**config.mk**
```make
export PLATFORM = sky130hd
export DESIGN_NAME = msi_coherence_ctrl
export DESIGN_NICKNAME = d
export VERILOG_FILES = /design/src/rtl/msi_pkg.sv /design/src/rtl/msi_line_store.sv /design/src/rtl/msi_byte_merge.sv /design/src/rtl/msi_snoop_eval.sv /design/src/rtl/msi_coherence_ctrl.sv
export SDC_FILE = /design/constraint.sdc
export NUM_CORES = 2
export LEC_CHECK = 0
export ABC_AREA = 1
export BUFFER_PORTS_ARGS = -buffer_cell sky130_fd_sc_hd__buf_2
export CELL_PAD_IN_SITES_DETAIL_PLACEMENT = 1
export CELL_PAD_IN_SITES_GLOBAL_PLACEMENT = 1
export CORE_UTILIZATION = 35
export CTS_BUF_LIST = sky130_fd_sc_hd__clkbuf_2
export DETAILED_ROUTE_END_ITERATION = 8
export PLACE_DENSITY = 0.63
export SLEW_MARGIN = 15
export SYNTH_ARGS = -nofsm -noshare
export SYNTH_HDL_FRONTEND = slang
export SYNTH_SLANG_ARGS = --single-unit
```
**constraint.sdc**
```tcl
create_clock -name clk -period 5.1 [get_ports clk]
set_input_delay 0.765 -clock clk [delete_from_list [all_inputs] [get_ports clk]]
set_output_delay 0.765 -clock clk [all_outputs]
set_load 0.02 [all_outputs]
```
**src/rtl/msi_pkg.sv**
```systemverilog
package msi_pkg;

    typedef enum logic [1:0] {
        LN_INV = 2'd0,
        LN_SHD = 2'd1,
        LN_MOD = 2'd2
    } line_st_e;

    typedef enum logic {
        CTL_IDLE = 1'b0,
        CTL_BUS  = 1'b1
    } ctl_st_e;

    localparam logic KIND_RD = 1'b0;
    localparam logic KIND_WR = 1'b1;

endpackage

```
**src/rtl/msi_line_store.sv**
```systemverilog
module msi_line_store
    import msi_pkg::*;
#(
    parameter int NUM_SETS = 16,
    parameter int TAG_W    = 12,
    parameter int DATA_W   = 64,
    localparam int IDX_W   = $clog2(NUM_SETS)
) (
    input  logic              clk,
    input  logic              rst_n,
    input  logic              we,
    input  logic [IDX_W-1:0]  widx,
    input  line_st_e          wst,
    input  logic [TAG_W-1:0]  wtag,
    input  logic [DATA_W-1:0] wdata,
    input  logic [IDX_W-1:0]  ra_idx,
    output line_st_e          ra_st,
    output logic [TAG_W-1:0]  ra_tag,
    output logic [DATA_W-1:0] ra_data,
    input  logic [IDX_W-1:0]  rb_idx,
    output line_st_e          rb_st,
    output logic [TAG_W-1:0]  rb_tag,
    output logic [DATA_W-1:0] rb_data
);

    line_st_e          st_q   [NUM_SETS];
    logic [TAG_W-1:0]  tag_q  [NUM_SETS];
    logic [DATA_W-1:0] data_q [NUM_SETS];

    for (genvar s = 0; s < NUM_SETS; s++) begin : g_set
        always_ff @(posedge clk or negedge rst_n) begin
            if (!rst_n) begin
                st_q[s]   <= LN_INV;
                tag_q[s]  <= '0;
                data_q[s] <= '0;
            end else if (we && (widx == IDX_W'(s))) begin
                st_q[s]   <= wst;
                tag_q[s]  <= wtag;
                data_q[s] <= wdata;
            end
        end
    end

    assign ra_st   = st_q[ra_idx];
    assign ra_tag  = tag_q[ra_idx];
    assign ra_data = data_q[ra_idx];
    assign rb_st   = st_q[rb_idx];
    assign rb_tag  = tag_q[rb_idx];
    assign rb_data = data_q[rb_idx];

endmodule

```
**src/rtl/msi_byte_merge.sv**
```systemverilog
module msi_byte_merge #(
    parameter int BYTES = 8,
    localparam int W    = 8 * BYTES
) (
    input  logic [W-1:0]     base,
    input  logic [W-1:0]     upd,
    input  logic [BYTES-1:0] be,
    output logic [W-1:0]     merged
);

    for (genvar b = 0; b < BYTES; b++) begin : g_byte
        assign merged[8*b +: 8] = be[b] ? upd[8*b +: 8] : base[8*b +: 8];
    end

endmodule

```
**src/rtl/msi_snoop_eval.sv**
```systemverilog
module msi_snoop_eval
    import msi_pkg::*;
#(
    parameter int TAG_W = 12
) (
    input  logic             kind,
    input  logic [TAG_W-1:0] snp_tag,
    input  line_st_e         line_st,
    input  logic [TAG_W-1:0] line_tag,
    output logic             hit,
    output logic             need_wb,
    output line_st_e         next_st
);

    always_comb begin
        hit     = (line_st != LN_INV) && (line_tag == snp_tag);
        need_wb = hit && (line_st == LN_MOD);
        next_st = line_st;
        if (hit) begin
            if (kind == KIND_WR) begin
                next_st = LN_INV;
            end else if (line_st == LN_MOD) begin
                next_st = LN_SHD;
            end
        end
    end

endmodule

```
**src/rtl/msi_coherence_ctrl.sv**
```systemverilog
module msi_coherence_ctrl
    import msi_pkg::*;
#(
    parameter int ADDR_W     = 16,
    parameter int NUM_SETS   = 16,
    parameter int LINE_BYTES = 8,
    localparam int LINE_W    = 8 * LINE_BYTES,
    localparam int IDX_W     = $clog2(NUM_SETS),
    localparam int TAG_W     = ADDR_W - IDX_W
) (
    input  logic                  clk,
    input  logic                  rst_n,
    input  logic                  cpu_req_valid,
    input  logic                  cpu_req_write,
    input  logic [ADDR_W-1:0]     cpu_req_addr,
    input  logic [LINE_W-1:0]     cpu_req_wdata,
    input  logic [LINE_BYTES-1:0] cpu_req_be,
    output logic                  cpu_resp_valid,
    output logic [LINE_W-1:0]     cpu_resp_rdata,
    output logic                  bus_req_valid,
    output logic                  bus_req_kind,
    output logic [ADDR_W-1:0]     bus_req_addr,
    input  logic                  bus_gnt,
    input  logic [LINE_W-1:0]     bus_rdata,
    input  logic                  snp_valid,
    input  logic                  snp_kind,
    input  logic [ADDR_W-1:0]     snp_addr,
    output logic                  wb_valid,
    output logic [ADDR_W-1:0]     wb_addr,
    output logic [LINE_W-1:0]     wb_data
);

    typedef struct packed {
        ctl_st_e               ctl;
        logic                  req_wr;
        logic [ADDR_W-1:0]     req_addr;
        logic [LINE_W-1:0]     req_wdata;
        logic [LINE_BYTES-1:0] req_be;
        logic                  resp_v;
        logic [LINE_W-1:0]     resp_data;
        logic                  wb_v;
        logic [ADDR_W-1:0]     wb_addr;
        logic [LINE_W-1:0]     wb_data;
    } ctl_regs_t;

    ctl_regs_t q, d;

    // current access: live inputs while idle, latched copy while on the bus
    logic                  in_idle;
    logic [ADDR_W-1:0]     cur_addr;
    logic [LINE_W-1:0]     cur_wdata;
    logic [LINE_BYTES-1:0] cur_be;
    logic [IDX_W-1:0]      cur_idx;
    logic [TAG_W-1:0]      cur_tag;

    assign in_idle   = (q.ctl == CTL_IDLE);
    assign cur_addr  = in_idle ? cpu_req_addr  : q.req_addr;
    assign cur_wdata = in_idle ? cpu_req_wdata : q.req_wdata;
    assign cur_be    = in_idle ? cpu_req_be    : q.req_be;
    assign cur_idx   = cur_addr[IDX_W-1:0];
    assign cur_tag   = cur_addr[ADDR_W-1:IDX_W];

    // line store
    logic              st_we;
    logic [IDX_W-1:0]  st_widx;
    line_st_e          st_wst;
    logic [TAG_W-1:0]  st_wtag;
    logic [LINE_W-1:0] st_wdata;
    line_st_e          ra_st, rb_st;
    logic [TAG_W-1:0]  ra_tag, rb_tag;
    logic [LINE_W-1:0] ra_data, rb_data;

    msi_line_store #(
        .NUM_SETS (NUM_SETS),
        .TAG_W    (TAG_W),
        .DATA_W   (LINE_W)
    ) i_store (
        .clk     (clk),
        .rst_n   (rst_n),
        .we      (st_we),
        .widx    (st_widx),
        .wst     (st_wst),
        .wtag    (st_wtag),
        .wdata   (st_wdata),
        .ra_idx  (cur_idx),
        .ra_st   (ra_st),
        .ra_tag  (ra_tag),
        .ra_data (ra_data),
        .rb_idx  (snp_addr[IDX_W-1:0]),
        .rb_st   (rb_st),
        .rb_tag  (rb_tag),
        .rb_data (rb_data)
    );

    // byte merge: stored line on a write hit, memory line on a grant
    logic [LINE_W-1:0] merge_base, merged;

    assign merge_base = in_idle ? ra_data : bus_rdata;

    msi_byte_merge #(
        .BYTES (LINE_BYTES)
    ) i_merge (
        .base   (merge_base),
        .upd    (cur_wdata),
        .be     (cur_be),
        .merged (merged)
    );

    // snoop decision
    logic     snp_hit, snp_wb;
    line_st_e snp_next;

    msi_snoop_eval #(
        .TAG_W (TAG_W)
    ) i_snoop (
        .kind     (snp_kind),
        .snp_tag  (snp_addr[ADDR_W-1:IDX_W]),
        .line_st  (rb_st),
        .line_tag (rb_tag),
        .hit      (snp_hit),
        .need_wb  (snp_wb),
        .next_st  (snp_next)
    );

    logic loc_hit;
    assign loc_hit = (ra_st != LN_INV) && (ra_tag == cur_tag);

    always_comb begin
        d        = q;
        d.resp_v = 1'b0;
        d.wb_v   = 1'b0;
        st_we    = 1'b0;
        st_widx  = cur_idx;
        st_wst   = LN_INV;
        st_wtag  = cur_tag;
        st_wdata = merged;

        if (snp_valid) begin
            if (snp_hit) begin
                st_we    = 1'b1;
                st_widx  = snp_addr[IDX_W-1:0];
                st_wst   = snp_next;
                st_wtag  = rb_tag;
                st_wdata = rb_data;
                if (snp_wb) begin
                    d.wb_v    = 1'b1;
                    d.wb_addr = snp_addr;
                    d.wb_data = rb_data;
                end
            end
        end else begin
            unique case (q.ctl)
                CTL_IDLE: begin
                    if (cpu_req_valid && !q.resp_v) begin
                        d.req_wr    = cpu_req_write;
                        d.req_addr  = cpu_req_addr;
                        d.req_wdata = cpu_req_wdata;
                        d.req_be    = cpu_req_be;
                        if (!cpu_req_write && loc_hit) begin
                            d.resp_v    = 1'b1;
                            d.resp_data = ra_data;
                        end else if (cpu_req_write && loc_hit && (ra_st == LN_MOD)) begin
                            st_we       = 1'b1;
                            st_wst      = LN_MOD;
                            st_wdata    = merged;
                            d.resp_v    = 1'b1;
                            d.resp_data = merged;
                        end else begin
                            d.ctl = CTL_BUS;
                            if ((ra_st == LN_MOD) && !loc_hit) begin
                                d.wb_v    = 1'b1;
                                d.wb_addr = {ra_tag, cur_idx};
                                d.wb_data = ra_data;
                                st_we     = 1'b1;
                                st_wst    = LN_INV;
                                st_wtag   = ra_tag;
                                st_wdata  = ra_data;
                            end
                        end
                    end
                end
                CTL_BUS: begin
                    if (bus_gnt) begin
                        st_we    = 1'b1;
                        st_wtag  = cur_tag;
                        if (q.req_wr) begin
                            st_wst   = LN_MOD;
                            st_wdata = merged;
                        end else begin
                            st_wst   = LN_SHD;
                            st_wdata = bus_rdata;
                        end
                        d.resp_v    = 1'b1;
                        d.resp_data = st_wdata;
                        d.ctl       = CTL_IDLE;
                    end
                end
                default: d.ctl = CTL_IDLE;
            endcase
        end
    end

    always_ff @(posedge clk or negedge rst_n) begin
        if (!rst_n) begin
            q <= '0;
        end else begin
            q <= d;
        end
    end

    assign cpu_resp_valid = q.resp_v;
    assign cpu_resp_rdata = q.resp_data;
    assign bus_req_valid  = (q.ctl == CTL_BUS);
    assign bus_req_kind   = q.req_wr;
    assign bus_req_addr   = q.req_addr;
    assign wb_valid       = q.wb_v;
    assign wb_addr        = q.wb_addr;
    assign wb_data        = q.wb_data;

endmodule

```
### Word level (Yosys, flattened, before mapping)

Index checks and enable logic that the tools add are counted.
W data, S select, Z words.

| cells by class | value |
|---|---|
| magnitude comparators | 2 |
| equal/unequal tests | 27 |
| muxes and demuxes | 83 |
| bitwise logic cells | 4 |
| reduce and logical (&&, ||, !) cells | 35 |

Operators with widths:

| kind | count |
|---|---|
| $mux W64 | 14 |
| $mux W81 | 7 |
| $bmux W64 S4 | 2 |
| $mux W65 | 4 |
| $mux W236 | 1 |
| $pmux W65 S2 | 1 |
| $pmux W64 S2 | 1 |
| $mux W12 | 10 |
| $bmux W12 S4 | 2 |
| $mux W8 | 9 |
| $eq A4 B4 Y1 const B | 8 |
| $mux W2 | 13 |
| $eq A12 B12 Y1 | 2 |
| $logic_and A1 B1 Y1 | 24 |
| $pmux W12 S2 | 1 |
| $bmux W2 S4 | 2 |
| $eq A4 B3 Y1 const B | 4 |
| $mux W16 | 1 |
| $ge A5 B5 Y1 const B | 2 |
| $mux W1 | 10 |
| $not A4 Y5 | 2 |
| $eq A4 B2 Y1 const B | 2 |
| $mux W4 | 2 |
| $ne A2 B2 Y1 const B | 4 |
| 13 further kinds | 23 |

| word-level totals | value |
|---|---|
| register bits after elaboration | 1484 |
| output and inout port bits | 164 |

### Depth between registers and ports, before layout

| depth | value |
|---|---|
| depth after elaboration | 16 |
| gate-level depth with buffers | 28 |
| mapped depth without buffers | 22 |

### Cells and area by module

A second synthesis with hierarchy kept.

| second synthesis, totals | value |
|---|---|
| cell total of the unflattened synthesis | 13693 |
| area total of the unflattened synthesis | 90304.1 µm² |

By module, submodules not included:

| module | instances | cells an instance | area an instance (µm²) | seq. area each (µm²) |
|---|---|---|---|---|
| msi_line_store | 1 | 10737 | 71937.7 | 31230.0 |
| msi_coherence_ctrl | 1 | 2682 | 17237.8 | 5905.7 |
| msi_byte_merge | 1 | 208 | 840.8 | 0.0 |
| msi_snoop_eval | 1 | 66 | 287.8 | 0.0 |

### Worst setup path after synthesis

No wires, ideal clock.

| path | value |
|---|---|
| kind | input to register |
| from | input port snp_addr[0] |
| to | register i_store.tag_q[159] (netlist bit) |
| setup time | 0.066 ns |
| data arrival time | 3.275 ns |
| slack | 1.759 ns |
| stages on the path | 25 |
| path buffers | 5 |
| cell sequence | buf_2 inv_2 buf_4 buf_4 nand2_1 nand2_1 nand2_1 nand3_1 nand3_1 nand2_1 nand2_1 nand2_1 nor2_1 nand2_1 nor2_2 nand3_4 nand2_1 nand2_1 nor2_2 nand2_1 a21oi_2 buf_2 buf_4 nand2_1 nand2_1 |

| on the way | value |
|---|---|
| word-level cells in the longest chain between the ends | 10 |
| elaborated cells between the ends (all ways) | 18 |
| classes of those cells | eq/ne (2); mux (12); bitwise (1); reduce/logical (3) |

RTL lines:

| item | RTL line | source |
|---|---|---|
| start: declaration | msi_coherence_ctrl.sv:27 | `input logic [ADDR_W-1:0] snp_addr,` |
| $not A4 Y5 (not written as such) | msi_line_store.sv:47, msi_line_store.sv:48 |  |
| $bmux W12 S4 or $bmux W2 S4 (tied branches) | msi_line_store.sv:48, msi_line_store.sv:47 |  |
| $mux W12 (not written as such) or $mux W2 (tied branches) (2 in a row) | msi_line_store.sv:48, msi_line_store.sv:47 |  |
| $eq A12 B12 Y1 or $reduce_bool A2 Y1 (tied branches) | msi_snoop_eval.sv:16 | `hit = (line_st != LN_INV) && (line_tag == snp_tag);` |
| $logic_and A1 B1 Y1 | msi_snoop_eval.sv:16 |  |
| $mux W4 | msi_coherence_ctrl.sv:139 | `if (snp_hit) begin` |
| $mux W4 | msi_coherence_ctrl.sv:138 | `if (snp_valid) begin` |
| $eq A4 B2 Y1 | msi_line_store.sv:36 | `end else if (we && (widx == IDX_W'(s))) begin` |
| $logic_and A1 B1 Y1 | msi_line_store.sv:36 |  |
| end signal: indexed assignment | msi_line_store.sv:38 | `tag_q[s] <= wtag;` |
| end: declaration | msi_line_store.sv:27 | `logic [TAG_W-1:0] tag_q [NUM_SETS];` |

Several ways; a longest one is shown, not always the timed one. The select of a mux whose other input is x is not followed.
A chain may end at the register's enable or synchronous reset.

### Worst setup path in the final report

| path | value |
|---|---|
| from | register q (netlist bit bus_req_valid) |
| to | register q (netlist bit wb_addr[3]) |

| on the way | value |
|---|---|
| word-level cells in the longest chain between the ends | 11 |
| elaborated cells between the ends (all ways) | 28 |
| classes of those cells | eq/ne (5); mux (13); bitwise (1); reduce/logical (9) |

RTL lines:

| item | RTL line | source |
|---|---|---|
| start: declaration | msi_coherence_ctrl.sv:46 | `ctl_regs_t q, d;` |
| start signal: assignment | msi_coherence_ctrl.sv:205 | `q <= '0;` |
| start signal: assignment | msi_coherence_ctrl.sv:207 | `q <= d;` |
| $mux W16 | msi_coherence_ctrl.sv:57 | `assign cur_addr = in_idle ? cpu_req_addr : q.req_addr;` |
| $not A4 Y5 (not written as such) | msi_line_store.sv:44, msi_line_store.sv:45 |  |
| $bmux W12 S4 or $bmux W2 S4 (tied branches) | msi_line_store.sv:45, msi_line_store.sv:44 |  |
| $mux W12 (not written as such) or $mux W2 (tied branches) (2 in a row) | msi_line_store.sv:45, msi_line_store.sv:44 |  |
| $eq A12 B12 Y1 or $reduce_bool A2 Y1 (tied branches) | msi_coherence_ctrl.sv:126 | `assign loc_hit = (ra_st != LN_INV) && (ra_tag == cur_tag);` |
| $logic_and A1 B1 Y1 | msi_coherence_ctrl.sv:126 |  |
| $logic_and A1 B1 Y1 or $logic_not A1 Y1 (tied branches) | msi_coherence_ctrl.sv:162, msi_coherence_ctrl.sv:170 |  |
| $logic_and A1 B1 Y1, on equally long branches | msi_coherence_ctrl.sv:162, msi_coherence_ctrl.sv:170 |  |
| $ne A2 B2 Y1 (no source line) or $reduce_bool A2 Y1 (tied branches) | n/a |  |
| $reduce_and A7 Y1 (no source line) | n/a |  |

Several ways; a longest one is shown, not always the timed one. The select of a mux whose other input is x is not followed.

==> metrics.txt <==
clk slew on worst S/H paths=90 ps; Clock Skew=262.8 ps; pin count of the biggest net entering global routing=202; DP Wirelength=319.1 mm; port bufs=338; Initial DRC Count=between 10,000 and 15,000; Congestion Overflow GR=0; buffer type at the clock tree root=clkbuf_2; dpl cell area=0.1002 mm2; crit path DAT=between 6000 and 7000 ps; crit path launch type=register; fmax=203.2 MHz; Seq/Total Area, Yosys=0.4098; Starting Density=0.3524; count of max-cap constraint violations=0; Die W=510.8 um; core footprint=0.2572 mm2; Antenna Nets Post-Route=0; startpoint of the worst hold path=bus_rdata[14]; hold depth=6; Synth-to-Final Area Change=19.16%; layout cells sized above 1=0.1326; worst slew pin tran=around 1200 ps; Design Area, Final=between 0.1 and 0.15 mm2; Syn Nets=roughly 13,000; final WL=490.1 mm; Post-synth EDFFs=0; Crit Path Max Fanout=19; Total Power=57.68 mW; FFs w/ async S/R, synth=1.000; Worst R2R End=wb_addr[3]; Post-CTS Setup Bufs=0; final net count=about 14,000; CTS tree=yes; crit path launch=bus_req_valid; fin. max-slew vios=0; RSZ-0062 raised after global routing=false; CP Capture Type=register; vias post-DR=~100k; Routed WL per cell=27.96 um; All-Layer GR Usage=0.3672; Worst VDD drop=0.2444 mV; Worst Hold End=cpu_resp_rdata[14]; row count=186; vias in the first global route=a little over 100k; minimum clock period=between 4000 and 5000 ps; die area=0.2609 mm2; initial antenna violation count=42; setup TNS=0 ps; Synth Instances=roughly 13,000; final core utilization=0.4199; Synth cell types=42; Reg2Reg Depth=20; die height=510.8 um; IO Count=about 340; Netlist Area Pre-Place=0.09062 mm2; synth warn=0; Leak=around 53 nW; Hold Vio Cnt, Final=0; DRC Markers=0; number of synthesized register bits=approximately 1,500; status=finished clean; CTS sink count=1,484; clk buf depth=4; Avg Cell Area, Syn=6.890 um2; Clock Latency Late Sink=1990 ps; drt first pass iters=8; pwr dens=534.2 mW/mm2; # setup viols final=0; Setup Crit Path Kind=register to register; R2R Path Start=bus_req_valid; H-tree lvl count=5; most common flop cell mapped by yosys=dfrtp_1; R2R Setup Slk=between 150 and 200 ps; worst min path class=input pin to register; Worst slew margin=0.1858; CTS buffer count=439; Critical Path RT=6800 ps; fin crit share=0.9650; Vias/cell=5.877; first-pass GRT wire length=718.6 mm; RePlAce Congestion=0.9289
==> cell families after synthesis <==
logic type	share of synthesized area
simple gates	0.3038
flops	0.4098
buf+inv	0.1076
compound gates	0.1788
==> registers in the layout (all words and copies together), names as in the netlist <==
register        count
bus_req_valid       1
wb_valid            1
cpu_resp_valid      1
i_store.tag_q     192
i_store.data_q   1024
bus_req_kind        1
cpu_resp_rdata     64
wb_addr            16
bus_req_addr       16
i_store.st_q       32
q                  72
wb_data            64
==> stage by stage <==
stage	hold WS, ps	cells	worst slack [ps]
after floorplan	442.6	13150	1759
after global placement	460.1	16350	371.2
after detailed placement	464.8	16350	332.7
after CTS	2.919	17510	232.8
after global routing	81.81	17520	59.34
final	164.9	17530	178.3
==> cell usage after synthesis, types with 14 or more instances <==
cell / number / area [um2]
nor2_2: 17 / 106.4
clkbuf_1: 420 / 1577
a211oi_1: 14 / 105.1
o21ai_0: 1215 / 6081
o22ai_1: 40 / 250.2
buf_2: 491 / 2457
o21ai_1: 78 / 390.4
dfrtp_1: 1484 / 37140
nand2_1: 4633 / 17390
nand2_2: 14 / 87.58
a21oi_2: 30 / 262.8
nand4_1: 59 / 369.1
buf_4: 216 / 1622
nand3_1: 1624 / 8128
buf_6: 25 / 281.5
o211ai_1: 521 / 3911
a21oi_1: 801 / 4009
a31oi_1: 29 / 181.4
nand3_2: 21 / 210.2
inv_1: 905 / 3397
buf_1: 95 / 356.6
o221ai_1: 67 / 586.8
nor2_1: 268 / 1006
==> layer usage <==
| metal | GRT usage | up-vias | part of all wire |
|---|---|---|---|
| met4 | 0.1422 | 18 | 0.039 |
| met1 | 0.5059 | 51900 | 0.43 |
| li1 | - | 44650 | - |
| met3 | 0.09551 | 1187 | 0.11 |
| met2 | 0.5471 | 5281 | 0.43 |
| met5 | 0 | - | 0.00027 |
==> what timing repair did <==
item	4_1_cts	5_1_grt
hold buffers	375	0
endpoints found under the setup margin	0	5
hold endpoints to repair	2928	0
gates resized for setup	0	1
==> power breakdown <==
group          internal, mW  switching [mW]  total, mW
Sequential             16.7            3.75       20.4
Clock                  3.65            6.06       9.71
Combinational          9.32            18.2       27.6
Total                  29.6            28.0       57.7
==> how the worst max path moves through the flow <==
stage / endpoint / slack [ps] / cells after the start
floorplan: i_store.tag_q[159] / 1760 / 25
global route: wb_addr[14] / 60 / 23
finish: wb_addr[3] / 180 / 20
global placement: i_store.data_q[440] / 370 / 20
detailed placement: i_store.st_q[12] / 330 / 18
CTS: wb_addr[3] / 230 / 20
==> placed cells by master, fill, tap and decap left out, drive strengths merged, types with 4 or more instances in the layout <==
master / n
o21ai: 1304
dfrtp: 1484
inv: 922
a21boi: 4
clkinv: 147
bufinv: 6
clkbuf: 632
diode: 20
o21bai: 8
nor2: 288
nand3: 1647
a31oi: 29
a211oi: 14
nand2: 4653
dlygate4sd3: 374
buf: 1057
nand4: 59
a21oi: 833
o211ai: 533
nand3b: 7
a22oi: 4
o221ai: 67
o22ai: 40
==> critical path: stages, from the launching register on <==
cell	delay, ps
dfrtp_4	540
inv_4	90
o21ai_4	680
buf_4	360
nand3_1	120
nand3_1	100
nand3_1	130
nand2_1	300
nand2_1	150
nand2_1	110
nor2_1	40
nand2_1	100
nor2_4	70
nand2_4	140
nand3_4	150
nor2_4	190
buf_4	260
a22oi_1	90
dlygate4sd3_1	590
nand2_1	50
dlygate4sd3_1	540
==> final cells by class <==
type                            count  area (um2)
Clock buffer                      632        3163
Timing Repair Buffer             1431       15080
Multi-Input combinational cell   9501       44040
Antenna cell                       20       50.05
Sequential cell                  1484       37140
Tap cell                         3384        4234
Fill cell                       32500      149200
Clock inverter                    158       785.8
Inverter                          920        3496
No activity file was read; power rests on OpenSTA's default activity.
